<file path="config.mk">
export PLATFORM = sky130hd
export DESIGN_NAME = hsk_cmd_engine
export DESIGN_NICKNAME = d
export VERILOG_FILES = /design/src/rtl/hsk_pkg.sv /design/src/rtl/hsk_event_decode.sv /design/src/rtl/hsk_arg_store.sv /design/src/rtl/hsk_cmd_engine.sv
export SDC_FILE = /design/constraint.sdc
export NUM_CORES = 1
export LEC_CHECK = 0
export BUFFER_PORTS_ARGS = -buffer_cell sky130_fd_sc_hd__buf_2
export CORE_UTILIZATION = 25
export CTS_CLUSTER_SIZE = 10
export DETAILED_ROUTE_END_ITERATION = 8
export PLACE_DENSITY = 0.5
export RECOVER_POWER = 50
export SETUP_SLACK_MARGIN = 0.02
export SYNTH_ARGS = -nofsm -noshare
export SYNTH_HDL_FRONTEND = slang
export SYNTH_SLANG_ARGS = --single-unit
</file>
<file path="constraint.sdc">
create_clock -name clk -period 3.45 [get_ports clk]
set_input_delay 0.1725 -clock clk [delete_from_list [all_inputs] [get_ports clk]]
set_output_delay 0.1725 -clock clk [all_outputs]
set_load 0.005 [all_outputs]
</file>
<file path="src/rtl/hsk_pkg.sv">
package hsk_pkg;
    typedef enum logic [1:0] {
        ST_IDLE = 2'd0,
        ST_CMD  = 2'd1,
        ST_WAIT = 2'd2,
        ST_RSP  = 2'd3
    } hsk_state_e;

    typedef enum logic [1:0] {
        EV_NONE    = 2'd0,
        EV_RELEASE = 2'd1,
        EV_REQUEST = 2'd2
    } hsk_event_e;

    localparam logic [7:0] LEN_VAR = 8'hFF;
endpackage

</file>
<file path="src/rtl/hsk_event_decode.sv">
module hsk_event_decode
    import hsk_pkg::*;
(
    input  logic       enable,
    input  logic       host_req_n,
    input  logic       last_req_n,
    input  logic       dev_ack_n,
    output hsk_event_e ev
);
    // Only a change of the host wire is an event; the wire pair then
    // tells a release, a request, or an idle/invalid pattern (ignored).
    always_comb begin
        ev = EV_NONE;
        if (enable && (host_req_n != last_req_n)) begin
            case ({host_req_n, dev_ack_n})
                2'b10:   ev = EV_RELEASE;
                2'b01:   ev = EV_REQUEST;
                default: ev = EV_NONE;
            endcase
        end
    end
endmodule

</file>
<file path="src/rtl/hsk_arg_store.sv">
module hsk_arg_store #(
    parameter int DEPTH = 16,
    localparam int IDXW = (DEPTH > 1) ? $clog2(DEPTH) : 1
) (
    input  logic               clk,
    input  logic               rst_n,
    input  logic               wr_en,
    input  logic [IDXW-1:0]    wr_idx,
    input  logic [7:0]         wr_data,
    output logic [DEPTH*8-1:0] args_flat
);
    for (genvar g = 0; g < DEPTH; g++) begin : g_slot
        logic [7:0] slot_q;
        always_ff @(posedge clk or negedge rst_n) begin
            if (!rst_n) begin
                slot_q <= '0;
            end else if (wr_en && (wr_idx == IDXW'(g))) begin
                slot_q <= wr_data;
            end
        end
        assign args_flat[g*8 +: 8] = slot_q;
    end
endmodule

</file>
<file path="src/rtl/hsk_cmd_engine.sv">
module hsk_cmd_engine
    import hsk_pkg::*;
#(
    parameter int DEPTH = 16
) (
    input  logic               clk,
    input  logic               rst_n,
    input  logic               host_req_n,
    output logic               dev_ack_n,
    input  logic [7:0]         sr_in,
    input  logic               sr_h2d,
    output logic               sr_wr_en,
    output logic [7:0]         sr_wr_data,
    output logic               sr_irq,
    output logic               proto_err,
    output logic [7:0]         lut_cmd,
    input  logic               lut_known,
    input  logic [7:0]         lut_arg_len,
    input  logic [7:0]         lut_rsp_len,
    output logic               disp_req,
    output logic [7:0]         disp_cmd,
    output logic [7:0]         disp_arg_cnt,
    output logic [DEPTH*8-1:0] disp_args,
    input  logic               disp_done,
    input  logic [7:0]         disp_rsp_size,
    output logic [7:0]         rsp_rd_idx,
    input  logic [7:0]         rsp_rd_data
);
    localparam int         IDXW    = (DEPTH > 1) ? $clog2(DEPTH) : 1;
    localparam logic [7:0] DEPTH_C = 8'(DEPTH);

    typedef struct packed {
        hsk_state_e state;
        logic       ack_n;
        logic       last_req_n;
        logic [7:0] cmd;
        logic [7:0] arg_len;
        logic       arg_var;
        logic [7:0] rsp_len;
        logic       rsp_var;
        logic       known;
        logic [7:0] rx_cnt;
        logic [7:0] st_cnt;
        logic [7:0] rsp_pos;
        logic [7:0] rsp_size;
        logic       irq;
        logic       err;
        logic       wr_en;
        logic [7:0] wr_data;
        logic       disp_req;
    } eng_regs_t;

    eng_regs_t  eng_d, eng_q;
    hsk_event_e ev;
    logic       arg_we;
    logic       waiting;

    assign waiting = (eng_q.state == ST_WAIT);

    hsk_event_decode u_dec (
        .enable     (!waiting),
        .host_req_n (host_req_n),
        .last_req_n (eng_q.last_req_n),
        .dev_ack_n  (eng_q.ack_n),
        .ev         (ev)
    );

    hsk_arg_store #(.DEPTH(DEPTH)) u_args (
        .clk       (clk),
        .rst_n     (rst_n),
        .wr_en     (arg_we),
        .wr_idx    (eng_q.st_cnt[IDXW-1:0]),
        .wr_data   (sr_in),
        .args_flat (disp_args)
    );

    always_comb begin
        eng_d          = eng_q;
        eng_d.irq      = 1'b0;
        eng_d.err      = 1'b0;
        eng_d.wr_en    = 1'b0;
        eng_d.disp_req = 1'b0;
        arg_we         = 1'b0;

        if (waiting) begin
            // Handshakes are frozen; only the dispatcher can move us on.
            if (disp_done) begin
                eng_d.rsp_size = disp_rsp_size;
                eng_d.state    = (!eng_q.rsp_var && eng_q.rsp_len == 8'd0) ? ST_IDLE : ST_RSP;
            end
        end else if (ev == EV_RELEASE) begin
            eng_d.ack_n      = 1'b1;
            eng_d.last_req_n = host_req_n;
        end else if (ev == EV_REQUEST) begin
            eng_d.ack_n      = 1'b0;
            eng_d.last_req_n = host_req_n;
            case (eng_q.state)
                ST_IDLE: begin
                    if (!sr_h2d) begin
                        eng_d.err = 1'b1;
                    end else begin
                        eng_d.irq      = 1'b1;
                        eng_d.cmd      = sr_in;
                        eng_d.arg_len  = lut_arg_len;
                        eng_d.arg_var  = (lut_arg_len == LEN_VAR);
                        eng_d.rsp_len  = lut_rsp_len;
                        eng_d.rsp_var  = (lut_rsp_len == LEN_VAR);
                        eng_d.known    = lut_known;
                        eng_d.rx_cnt   = 8'd0;
                        eng_d.st_cnt   = 8'd0;
                        eng_d.rsp_pos  = 8'd0;
                        eng_d.rsp_size = 8'd0;
                        eng_d.state    = ST_CMD;
                    end
                end
                ST_CMD: begin
                    if (!sr_h2d) begin
                        eng_d.err = 1'b1;
                    end else begin
                        eng_d.irq = 1'b1;
                        if (eng_q.arg_var) begin
                            eng_d.arg_len = sr_in;
                            eng_d.arg_var = 1'b0;
                        end else begin
                            eng_d.rx_cnt = eng_q.rx_cnt + 8'd1;
                            if (eng_q.st_cnt < DEPTH_C) begin
                                arg_we       = 1'b1;
                                eng_d.st_cnt = eng_q.st_cnt + 8'd1;
                            end
                        end
                    end
                end
                ST_RSP: begin
                    if (sr_h2d) begin
                        eng_d.err = 1'b1;
                    end else begin
                        eng_d.irq   = 1'b1;
                        eng_d.wr_en = 1'b1;
                        if (eng_q.rsp_var) begin
                            eng_d.wr_data = eng_q.rsp_size;
                            eng_d.rsp_len = eng_q.rsp_size;
                            eng_d.rsp_var = 1'b0;
                        end else begin
                            eng_d.wr_data = (eng_q.known && eng_q.rsp_pos < eng_q.rsp_size)
                                            ? rsp_rd_data : 8'd0;
                            eng_d.rsp_pos = eng_q.rsp_pos + 8'd1;
                        end
                    end
                end
                default: ;
            endcase

            // Completion checks, evaluated on the values just computed.
            if (eng_d.state == ST_CMD && !eng_d.arg_var && eng_d.rx_cnt == eng_d.arg_len) begin
                if (eng_d.known) begin
                    eng_d.disp_req = 1'b1;
                    eng_d.state    = ST_WAIT;
                end else begin
                    eng_d.state = ST_RSP;
                end
            end
            if (eng_d.state == ST_RSP && !eng_d.rsp_var && eng_d.rsp_pos == eng_d.rsp_len) begin
                eng_d.state = ST_IDLE;
            end
        end
    end

    always_ff @(posedge clk or negedge rst_n) begin
        if (!rst_n) begin
            eng_q            <= '0;
            eng_q.state      <= ST_IDLE;
            eng_q.ack_n      <= 1'b1;
            eng_q.last_req_n <= 1'b1;
        end else begin
            eng_q <= eng_d;
        end
    end

    assign dev_ack_n    = eng_q.ack_n;
    assign sr_wr_en     = eng_q.wr_en;
    assign sr_wr_data   = eng_q.wr_data;
    assign sr_irq       = eng_q.irq;
    assign proto_err    = eng_q.err;
    assign lut_cmd      = sr_in;
    assign disp_req     = eng_q.disp_req;
    assign disp_cmd     = eng_q.cmd;
    assign disp_arg_cnt = eng_q.st_cnt;
    assign rsp_rd_idx   = eng_q.rsp_pos;
endmodule

</file>
==> flow_metrics.py <==
metrics = {
    "route": {
        "avgRoutedWirePerCell_um": 19.0,
        "drt_pass1_iterations": 5,
        "wl_mm": 30.9,
        "viasPerCell": 4.68,
        "drc": 0,
        "antenna_left": 0,
        "dr.max_layer_used": "met4",
        "wl_met3_mm": 2.63,
        "num_vias": 7622,
        "met1_length_mm": 12.8,
        "drt-initial-drc-count": 335,
        "routed-wl-met2_mm": 14.8,
    },
    "global_route": {
        "grt_pass1_vias": 7719,
        "grt_max_degree": 74,
        "grt_usage_pct": 15.6,
        "overflow": 0,
        "grt_pass1_wl_mm": 46.9,
        "grt_antenna_before_repair": 0,
    },
    "pwr": {
        "p_per_area_nw_per_um2": 527,
        "comb_power_share_pct": 19.3,
        "peakVddDrop_mv": 0.324,
        "switching_share_pct": 30.4,
        "seqPwrFrac_pct": 41.3,
        "leakage_uw": 0.00613,
        "p_int_uw": 4550,
        "power.switching_uw": 1990,
        "clkPwrFrac_pct": 39.4,
    },
    "setup_path": {
        "crit_start": "eng_q[74]",
        "worst-setup-path-type": "reg2reg",
        "cp-start-kind": "register",
        "reg2reg_depth": 11,
        "rrSetupSlack_ps": 160,
        "worstPathArrival_ps": 3780,
        "worstReg2RegStart": "eng_q[74]",
        "worst-path-max-fanout": 19,
        "cp.required_ps": 3940,
        "cp-end-kind": "register",
        "crit_end": "eng_q[74]",
        "r2r-end": "eng_q[74]",
    },
    "place": {
        "gp_congestion": 0.828,
        "place_hpwl_mm": 21.4,
        "port_buffers": 218,
    },
    "finish": {
        "syn_to_final_growth_pct": 27.3,
        "fin_util_pct": 32.6,
        "layout-drive-gt1-share_pct": 35.0,
        "final_nets": 1168,
        "fillers": 3990,
        "final_common_cell": "dfrtp_1",
        "final_cell_mix": "dfrtp_1 (201), buf_2 (159), mux2_2 (141)",
    },
    "sta": {
        "period_share_pct": 95.4,
        "slew_violations": 74,
        "finClkSkew_ps": 21.8,
        "fmax_mhz": 304,
        "timing.final.hold_violations": 0,
        "setup_viol": 0,
        "period_minus_slack_ps": 3290,
        "worst_pin_slew_ps": 2020,
        "fin_tns_setup_ps": 0,
        "slew_headroom_pct": -34.8,
    },
    "logic_synthesis": {
        "synth_area_leader_cell": "dfrtp_1",
        "syn_inst": 864,
        "synth_mux_area_share_pct": 16.7,
        "synth-seq-area-share_pct": 52.2,
        "synthFlopType": "dfrtp_1",
        "yosys-top-cells-area": "dfrtp_1 (52%), mux2_2 (16%), nand2_1 (3.8%)",
        "synth-edff-count": 0,
        "synth-xor-area-share_pct": 1.44,
        "synthDistinctLibCells": 61,
        "synth_top_area_share_pct": 51.6,
        "avgSynthCellArea_um2": 11.3,
        "synth-compound-area-share_pct": 10.0,
        "ys_ff_latch": 203,
        "synth_simple_gate_area_share_pct": 11.4,
        "synth_top_family_by_area": "multiplexers",
        "synth.cell_area_um2": 9740,
        "syn-num-nets": 929,
        "ys_async_sr_fraction_pct": 100,
        "yosys_warnings": 0,
        "synthAdderAreaFrac_pct": 2.44,
    },
    "run_status": {
        "violations": "capacitance limit, slew limit",
        "status": "finished, violations left",
    },
    "hold_path": {
        "hold_class": "in2reg",
    },
    "die": {
        "ios": 219,
        "dieWidth_um": 199,
        "die_area_um2": 39800,
        "core_area_um2": 38000,
        "fp-row-count": 71,
        "die_h_um": 199,
        "start_util_pct": 25.6,
    },
    "cts": {
        "cts.path.max_buffers": 3,
        "clock-root-buffer": "clkbuf_16",
        "cts.htree.levels": 1,
        "clock_sinks": 203,
        "clk_latency_ps": 570,
        "clkTransAtPathRegs_ps": 60,
        "cts_buffers": 26,
        "cts_tree": "built",
    },
    "job": {
        "cap_violations": 1,
    },
}
flip-flops by register name, summed over array words and instances, names as in the netlist:
name and cells:
sr_wr_data 8, proto_err 1, dev_ack_n 1, disp_req 1
rsp_rd_idx 8, disp_cmd 8, disp_arg_cnt 8, sr_wr_en 1
eng_q 38, u_args.g_slot.slot_q 128, sr_irq 1
stage by stage:
step                cells  power (uW)  worst slack (ps)  hold slack, ps  cell area [um2]
floorplan             864        3530               182            -123             9740
finish               1629        6540               157            31.5            12400
global route         1628        6870             -15.4            46.5            12400
global placement     1551        3980               139             254            11300
detailed placement   1551        3990               104             259            11300
CTS                  1627        6640              76.8            12.6            12500
what timing repair did:
action,in CTS,in global routing
resized for setup,0,2
hold buffers,34,0
hold endpoints to repair,93,0
setup endpoints to repair,0,130
buffers inserted,0,1
how the worst min path moves through the flow:
stage,startpoint,to,slack (ps),depth (start not counted)
after CTS,lut_arg_len[2],eng_q[54],10,5
after global placement,rst_n,sr_wr_data[0],250,1
final,lut_arg_len[2],eng_q[54],30,5
after global routing,lut_rsp_len[5],eng_q[51],50,3
after detailed placement,rst_n,sr_wr_data[0],260,1
after floorplan,rst_n,disp_arg_cnt[0],-120,0
power by group through the flow:
stage               Combinational [uW]  Sequential, uW  Clock [uW]
floorplan                          867            2660           0
global placement                  1240            2730           0
detailed placement                1250            2740           0
CTS                               1280            2700        2660
global route                      1410            2720        2750
finish                            1260            2700        2580
per-layer routing:
metal  global-route usage, %  up-vias
met4                    3.68        0
met5                       0        -
met3                    5.10       44
met1                    19.3     3810
li1                        -     3526
met2                    26.0      242
worst max-delay path, stage by stage, from the launching register on:
cell	delay (ps)
dfrtp_1	420
inv_1	140
ha_1	260
buf_12	180
inv_2	40
or3_1	360
o211ai_1	300
xnor2_1	110
or4_1	560
or4_1	560
nand4b_1	120
a41o_1	170
cell usage after synthesis, drive strengths merged (2+ instances only):
cell / number
a31oi: 7
a41oi: 2
a32o: 10
and2: 7
o211ai: 7
or4: 5
ha: 19
xor2: 8
or3b: 2
a211oi: 3
nor2b: 3
a222oi: 10
dfstp: 2
a21oi: 16
o22ai: 2
o211a: 2
clkbuf: 37
o21ai: 53
mux2i: 2
nor2: 38
or3: 4
and3: 3
nand2b: 8
and3b: 2
nor3b: 7
nand3: 20
inv: 29
o31a: 2
buf: 45
nand4b: 2
a21o: 6
nor4: 4
o31ai: 2
dfrtp: 201
nand3b: 2
xnor2: 8
nor3: 10
mux2: 142
a22oi: 9
nand2: 99
nand4: 7
o311ai: 2
a22o: 5
logic make-up after synthesis:
family,Yosys count
compound gates,144
xor+xnor,16
fa+ha+maj,19
buf+inv,111
flops,203
mux,144
simple gates,227
final cells by class:
class	instances	area, um2	share of cell area [%]
Inverter	29	109	0.878
Clock inverter	3	42.5	0.343
Sequential cell	203	5080	41.0
Antenna cell	1	2.50	0.0202
Clock buffer	39	759	6.12
Tap cell	511	639	5.15
Multi-Input combinational cell	550	4100	33.1
Timing Repair Buffer	293	1670	13.4
(Power assumes the default switching activity.)
